## src/rtl/smb_alert_responder.sv

```systemverilog
module smb_alert_responder #(
  parameter logic [6:0] ARA_ADDR = 7'b0001100
) (
  input  logic       clk,
  input  logic       rst_n,
  input  logic       scl_i,
  input  logic       sda_i,
  output logic       sda_oe,
  output logic       alert_oe,
  input  logic       stat_temp,
  input  logic       stat_volt,
  input  logic       stat_fan,
  input  logic       en_temp,
  input  logic       en_volt,
  input  logic       en_fan,
  input  logic       int_en_set,
  output logic       int_en_o,
  input  logic [6:0] dev_addr,
  input  logic       mon_strobe,
  input  logic       no_pin_mode,
  input  logic       ara_en
);
  localparam logic [7:0] ARA_RD = {ARA_ADDR, 1'b1};

  typedef enum logic [2:0] {S_IDLE, S_ADDR, S_ADEC, S_ACK, S_DATA, S_HACK} st_t;

  st_t        st;
  logic [1:0] scl_sy, sda_sy;
  logic       scl_p, sda_p;
  logic [2:0] cnt;
  logic [7:0] sh, tx;
  logic       int_en_q, alert_q, sda_q;

  wire scl_s    = scl_sy[1];
  wire sda_s    = sda_sy[1];
  wire scl_rise = scl_s & ~scl_p;
  wire scl_fall = ~scl_s & scl_p;
  wire start_c  = scl_s & scl_p & sda_p & ~sda_s;
  wire stop_c   = scl_s & scl_p & ~sda_p & sda_s;
  wire pending  = (stat_temp & en_temp) | (stat_volt & en_volt) | (stat_fan & en_fan);
  wire respond  = no_pin_mode ? (ara_en & int_en_q & pending) : alert_q;
  wire ack_clr  = (st == S_ACK) & scl_rise;

  assign sda_oe   = sda_q;
  assign alert_oe = alert_q;
  assign int_en_o = int_en_q;

  always_ff @(posedge clk or negedge rst_n)
    if (!rst_n) begin
      scl_sy <= 2'b11; sda_sy <= 2'b11;
      scl_p  <= 1'b1;  sda_p  <= 1'b1;
    end else begin
      scl_sy <= {scl_sy[0], scl_i};
      sda_sy <= {sda_sy[0], sda_i};
      scl_p  <= scl_s;
      sda_p  <= sda_s;
    end

  always_ff @(posedge clk or negedge rst_n)
    if (!rst_n)          int_en_q <= 1'b0;
    else if (ack_clr)    int_en_q <= 1'b0;
    else if (int_en_set) int_en_q <= 1'b1;

  always_ff @(posedge clk or negedge rst_n)
    if (!rst_n) alert_q <= 1'b0;
    else        alert_q <= (mon_strobe | alert_q) & int_en_q & pending & ~no_pin_mode;

  always_ff @(posedge clk or negedge rst_n)
    if (!rst_n) begin
      st <= S_IDLE; cnt <= '0; sh <= '0; tx <= '0; sda_q <= 1'b0;
    end else if (start_c) begin
      st <= S_ADDR; cnt <= '0; sda_q <= 1'b0;
    end else if (stop_c) begin
      st <= S_IDLE; sda_q <= 1'b0;
    end else begin
      case (st)
        S_ADDR: if (scl_rise) begin
          sh <= {sh[6:0], sda_s};
          if (cnt == 3'd7) st <= S_ADEC;
          else             cnt <= cnt + 3'd1;
        end
        S_ADEC: if (scl_fall) begin
          if (sh == ARA_RD && respond) begin
            st <= S_ACK; sda_q <= 1'b1;
          end else st <= S_IDLE;
        end
        S_ACK: if (scl_fall) begin
          st <= S_DATA; cnt <= '0;
          tx <= {dev_addr, 1'b0};
          sda_q <= ~dev_addr[6];
        end
        S_DATA: if (scl_fall) begin
          if (cnt == 3'd7) begin
            st <= S_HACK; sda_q <= 1'b0;
          end else begin
            cnt <= cnt + 3'd1;
            tx <= {tx[6:0], 1'b0};
            sda_q <= ~tx[6];
          end
        end
        S_HACK: if (scl_rise) st <= S_IDLE;
        default: st <= S_IDLE;
      endcase
    end
endmodule

```

## config.mk

```make
export PLATFORM = sky130hd
export DESIGN_NAME = smb_alert_responder
export DESIGN_NICKNAME = d
export VERILOG_FILES = /design/src/rtl/smb_alert_responder.sv
export SDC_FILE = /design/constraint.sdc
export NUM_CORES = 1
export LEC_CHECK = 0
export BUFFER_PORTS_ARGS = -buffer_cell sky130_fd_sc_hd__buf_4
export CORE_MARGIN = 2
export CORE_UTILIZATION = 54
export CTS_CLUSTER_DIAMETER = 200
export DETAILED_ROUTE_END_ITERATION = 16
export PLACE_DENSITY = 0.75
export SYNTH_ARGS = -nofsm -noshare
export SYNTH_HDL_FRONTEND = slang
export SYNTH_SLANG_ARGS = --single-unit
export TNS_END_PERCENT = 5
```

## constraint.sdc

```tcl
create_clock -name clk -period 2.56 [get_ports clk]
set_input_delay 0.512 -clock clk [delete_from_list [all_inputs] [get_ports clk]]
set_output_delay 0.512 -clock clk [all_outputs]
set_load 0.02 [all_outputs]
```

; Word-level counts from Yosys, hierarchy flattened
; Index checks and enable logic that the tools add are counted.
[classes]
n_eq_ne = 22
n_reduce_logical = 10
addsub = 1
mux = 33
bitwise_logic = 28
[op_table]
columns = op, n
row1 = 3-bit 2-to-1 mux, 15
row2 = "4-bit inequality test, second input constant", 8
row3 = 7-bit 2-to-1 mux, 3
row4 = 1-bit bitwise AND, 16
row5 = 3-bit one-hot mux with 5 select lines, 1
row6 = 7-bit one-hot mux with 2 select lines, 1
row7 = 1-bit 2-to-1 mux, 10
row8 = 5-bit AND reduction, 2
row9 = "3-bit == test, second input constant", 3
row10 = "3-bit inequality test, second input constant", 3
row11 = 1-bit inverter, 9
row12 = 3-bit one-hot mux with 3 select lines, 1
row13 = "8-bit by 5-bit == test with 1-bit output, second input constant", 1
row14 = "2-bit inequality test, second input constant", 4
row15 = 7-bit AND reduction, 1
row16 = "3-bit by 2-bit == test with 1-bit output, second input constant", 2
row17 = 6-bit AND reduction, 1
row18 = 5-bit nonzero test, 1
row19 = 4-bit AND reduction, 1
row20 = 2-bit nonzero test, 2
row21 = 4-bit nonzero test, 1
row22 = "3-bit by 1-bit adder with 3-bit output, second input constant", 1
row23 = "3-bit by 1-bit == test with 1-bit output, second input constant", 1
row24 = 1-bit bitwise OR, 3
row25 = other kinds (3), 3
[totals]
reg_bits = 30

; Logic depth before layout (Yosys ltp)
[logic_depth]
depth_word = 11
mapped_depth = 7
ltp_nobuf = 7

; Worst setup path before layout
; No wires, ideal clock.
[synth_timing]
path_kind = flip-flop to flip-flop
start = reg cnt[0]
end = reg st[0]
stages_incl_launch_ff = 8
period_less_slack_ns = 1.850
path_slack_ns = 0.710
arrival_time_ns = 1.723
path_buffers = 0
setup_time_ns = 0.128
cell_sequence = dfrtp_1 > ha_1 > ha_1 > nor2b_1 > o21ai_0 > o311ai_2 > nor2_1 > mux2_1
[synth_between]
elab_chain_len = 3
[synth_rtl]
columns = item, line
row1 = start: declaration, 30  ; logic [2:0] cnt;
row2 = start signal: assignment, 80  ; else cnt <= cnt + 3'd1;
row3 = start signal: assignment, 96  ; cnt <= cnt + 3'd1;
row4 = 3-bit == test *, "79, 93"
row5 = 4-bit inequality test (no source line), --
row6 = 7-bit AND reduction (no source line) *, --
row7 = end signal: assignment, 79  ; if (cnt == 3'd7) st <= S_ADEC;
row8 = end signal: assignment, 84  ; st <= S_ACK; sda_q <= 1'b1;
row9 = end signal: assignment, 94  ; st <= S_HACK; sda_q <= 1'b0;
row10 = end: declaration, 27  ; st_t st;
; Every way passes the cells marked *; elsewhere a longest branch is shown, timed or not.
; A chain may end at the register's enable or synchronous reset.

; Final worst setup path
; Same ends and word-level chain as after synthesis.

==> results.txt <==
Outcome - finished, final reports clean
Final ANT Viol Nets - 0
Core area - 2710 um2
DR pass1 iterations - 5
Crit-path cells - ha_1 -> ha_1 -> nor2b_1 -> o21ai_0 -> o311ai_2 -> nor2_1 -> mux2_1
Maximum clock insertion buffer count - 2
Starting Density - 0.561
Worst Hold Class - input port to async pin
Mean Syn Cell Area - 10.9 um2
Layout cell share with drive strength beyond 1 - 0.339
Cell mode on critical path - ha_1
Slew Limit Fails - 0
#FFs+latches synth - 29
Number of fill cells in the layout - 236
Final worst setup slack - 567 ps
Diodes inserted - 0
WHS - 91.4 ps
Area share of the largest cell type after synthesis - 0.379
Fin nets - 187
Gpl congestion - 0.845
FP Rows - 19
Post-CTS Setup Repair Bufs - 0
Synth area leader - dfrtp_1
Die area - 3260 um2
Worst-path fanout max - 7
Starting DRT DRC Count - 32
Io pins - 24
Required @ worst endpoint - 2770 ps
Hold buffers post-CTS - 0
R2r endpoint - st[0]
Via Count - 1129
R2R Setup Slk - 570 ps
First-pass GRT wire length - 5.06 mm
CP Capture Type - register
GRT Residual Overflow - 0
Clk_skew - 4.77 ps
Synth area leaders - dfrtp_1, dfstp_2, mux2_2
Initial antenna violation count - 0
Critical Setup Path Class - register to register
Inserted Clock Buffers - 5
Worst skew pair latency - 320 ps
Post-synthesis async set-or-reset flop share - 1.00
Worst-Margin Slew - 690 ps
Max-cap viol count - 0
Yosys warnings - 0
Vias per inst - 5.76
GRT Total Usage - 0.207
Fmax - 502 MHz
DRC viols - 0
VDD IR max - 0.000694 V
Cells after DPL - 188
Setup violators final - 0
Worst Reg-to-Reg Cells - 7
Tmin final - 1990 ps
Syn nets - 162
Final WL - 2.90 mm
Worst path bufs/invs - 0
Chip Height - 57.1 um
Area of the multi-input gates - 743 um2
Clock root buffer - clkbuf_4
Final worst-path cycle share - 0.778
Largest net degree at the start of global routing - 30
Startpoint types - register
CP peak stage delay - 410 ps
Cell count after synthesis - 139
Crit-path slowest cell - dfrtp_1
CTS tree - built
Num Clock Sinks - 29
CP arrival - 2200 ps
# port buffers - 23
DP Worst Slack - 552 ps
Total Power - 0.00159 W
FF/Latch Area - 733 um2
Chip Width - 57.1 um
EDFF count, synth - 0
Lkg Pwr - 0.782 nW
RSZ-0062 raised after global routing - false
Crit-path leading delay family - adder cells
Synth cell types - 47
Post-DP HPWL - 2.11 mm
Synthesized area - 1520 um2
Area Overhead vs Synth - 15.1%
Reg2reg start - cnt[0]
Commonest register cell after synthesis - dfrtp_1
Setup TNS Final - 0 ps
Post-synthesis sequential area ratio - 0.482
Number of global-route vias before repair - 1101
Final hold vios - 0
Clock-pin slew on the worst setup and hold paths - 90 ps
Post-CTS resize count - 0
H-tree depth - 2
Routed len/inst - 14.8 um
Non-Filler Instances - 196
Power Dens Cells - 906 nW/um2
Worst slew margin - 0.537
cells by family after synthesis:
family	synth area share
simple gates	0.217
mux	0.109
fa+ha+maj	0.0165
flops	0.482
buf+inv	0.0288
compound gates	0.146
metrics by stage:
step | area (um2) | utilization
2_1_floorplan | 1520 | -
3_3_place_gp | 1700 | 0.627
3_5_place_dp | 1700 | 0.627
4_1_cts | 1750 | 0.646
5_1_grt | 1750 | 0.646
6_report | 1750 | 0.646
synthesized netlist by cell type, types with 2 or more instances:
cell and number:
a21oi_1 7, a31o_1 2, a31oi_1 2, buf_2 2
buf_4 2, dfrtp_1 23, dfstp_2 6, ha_1 2
mux2_2 8, mux2i_1 5, nand2_1 11, nand2b_1 3
nand3_1 2, nor2_1 12, nor2_2 2, nor2b_1 4
nor3_1 3, nor3b_1 2, nor3b_2 2, o21a_1 2
o21ai_0 5, o21ai_1 5, o22ai_1 2, o2bb2ai_1 2
sequential cells by signal, summed over array words and instances, names as in the netlist:
register and flops:
sh 8, tx 6, scl_sy 2, sda_sy 2, cnt 3, scl_p 1, alert_oe 1, st 3
int_en_o 1, sda_oe 1, sda_p 1
final cells by class:
| cell class | instances | share of cell area |
|---|---|---|
| repair buffers | 24 | 0.103 |
| inverters | 1 | 0.00214 |
| clock inverters | 2 | 0.00572 |
| well taps | 31 | 0.0222 |
| multi-input cells | 103 | 0.425 |
| flip-flops and latches | 29 | 0.419 |
| clock buffers | 6 | 0.0236 |
placed cells by master (no fill, tap or decap), drive strengths merged, types with 2 or more instances in the layout:
cell | synthesis | final
a21oi | 7 | 7
a31o | 2 | 2
a31oi | 2 | 2
and3b | 2 | 2
buf | 5 | 24
clkbuf | 1 | 6
clkinv | 0 | 2
dfrtp | 23 | 23
dfstp | 6 | 6
ha | 2 | 2
mux2 | 10 | 10
mux2i | 5 | 5
nand2 | 11 | 11
nand2b | 3 | 3
nand3 | 2 | 2
nor2 | 14 | 14
nor2b | 4 | 4
nor3 | 4 | 4
nor3b | 4 | 4
nor4b | 2 | 2
o21a | 2 | 2
o21ai | 10 | 10
o22ai | 2 | 2
o2bb2ai | 2 | 2
per-layer routing:
metal  share of wire  up-vias  track usage
li1                -      553            -
met1            0.48      564        0.273
met2            0.48       10        0.310
met3           0.025        2       0.0612
met4          0.0079        0        0.106
met5               0        -            0
how the worst max path moves through the flow:
stage	startpoint	to	cells after the start
final	cnt[0]	st[0]	7
after detailed placement	stat_temp	st[0]	6
after global placement	stat_temp	st[0]	6
after floorplan	cnt[0]	st[0]	7
after CTS	cnt[0]	st[0]	7
after global routing	st[1]	tx[1]	4
where the power goes:
group / switching (W) / internal (W)
clock network: 0.000153 / 0.000104
logic: 0.000275 / 0.000319
registers: 0.000137 / 0.000599
No activity file was read; power rests on OpenSTA's default activity.
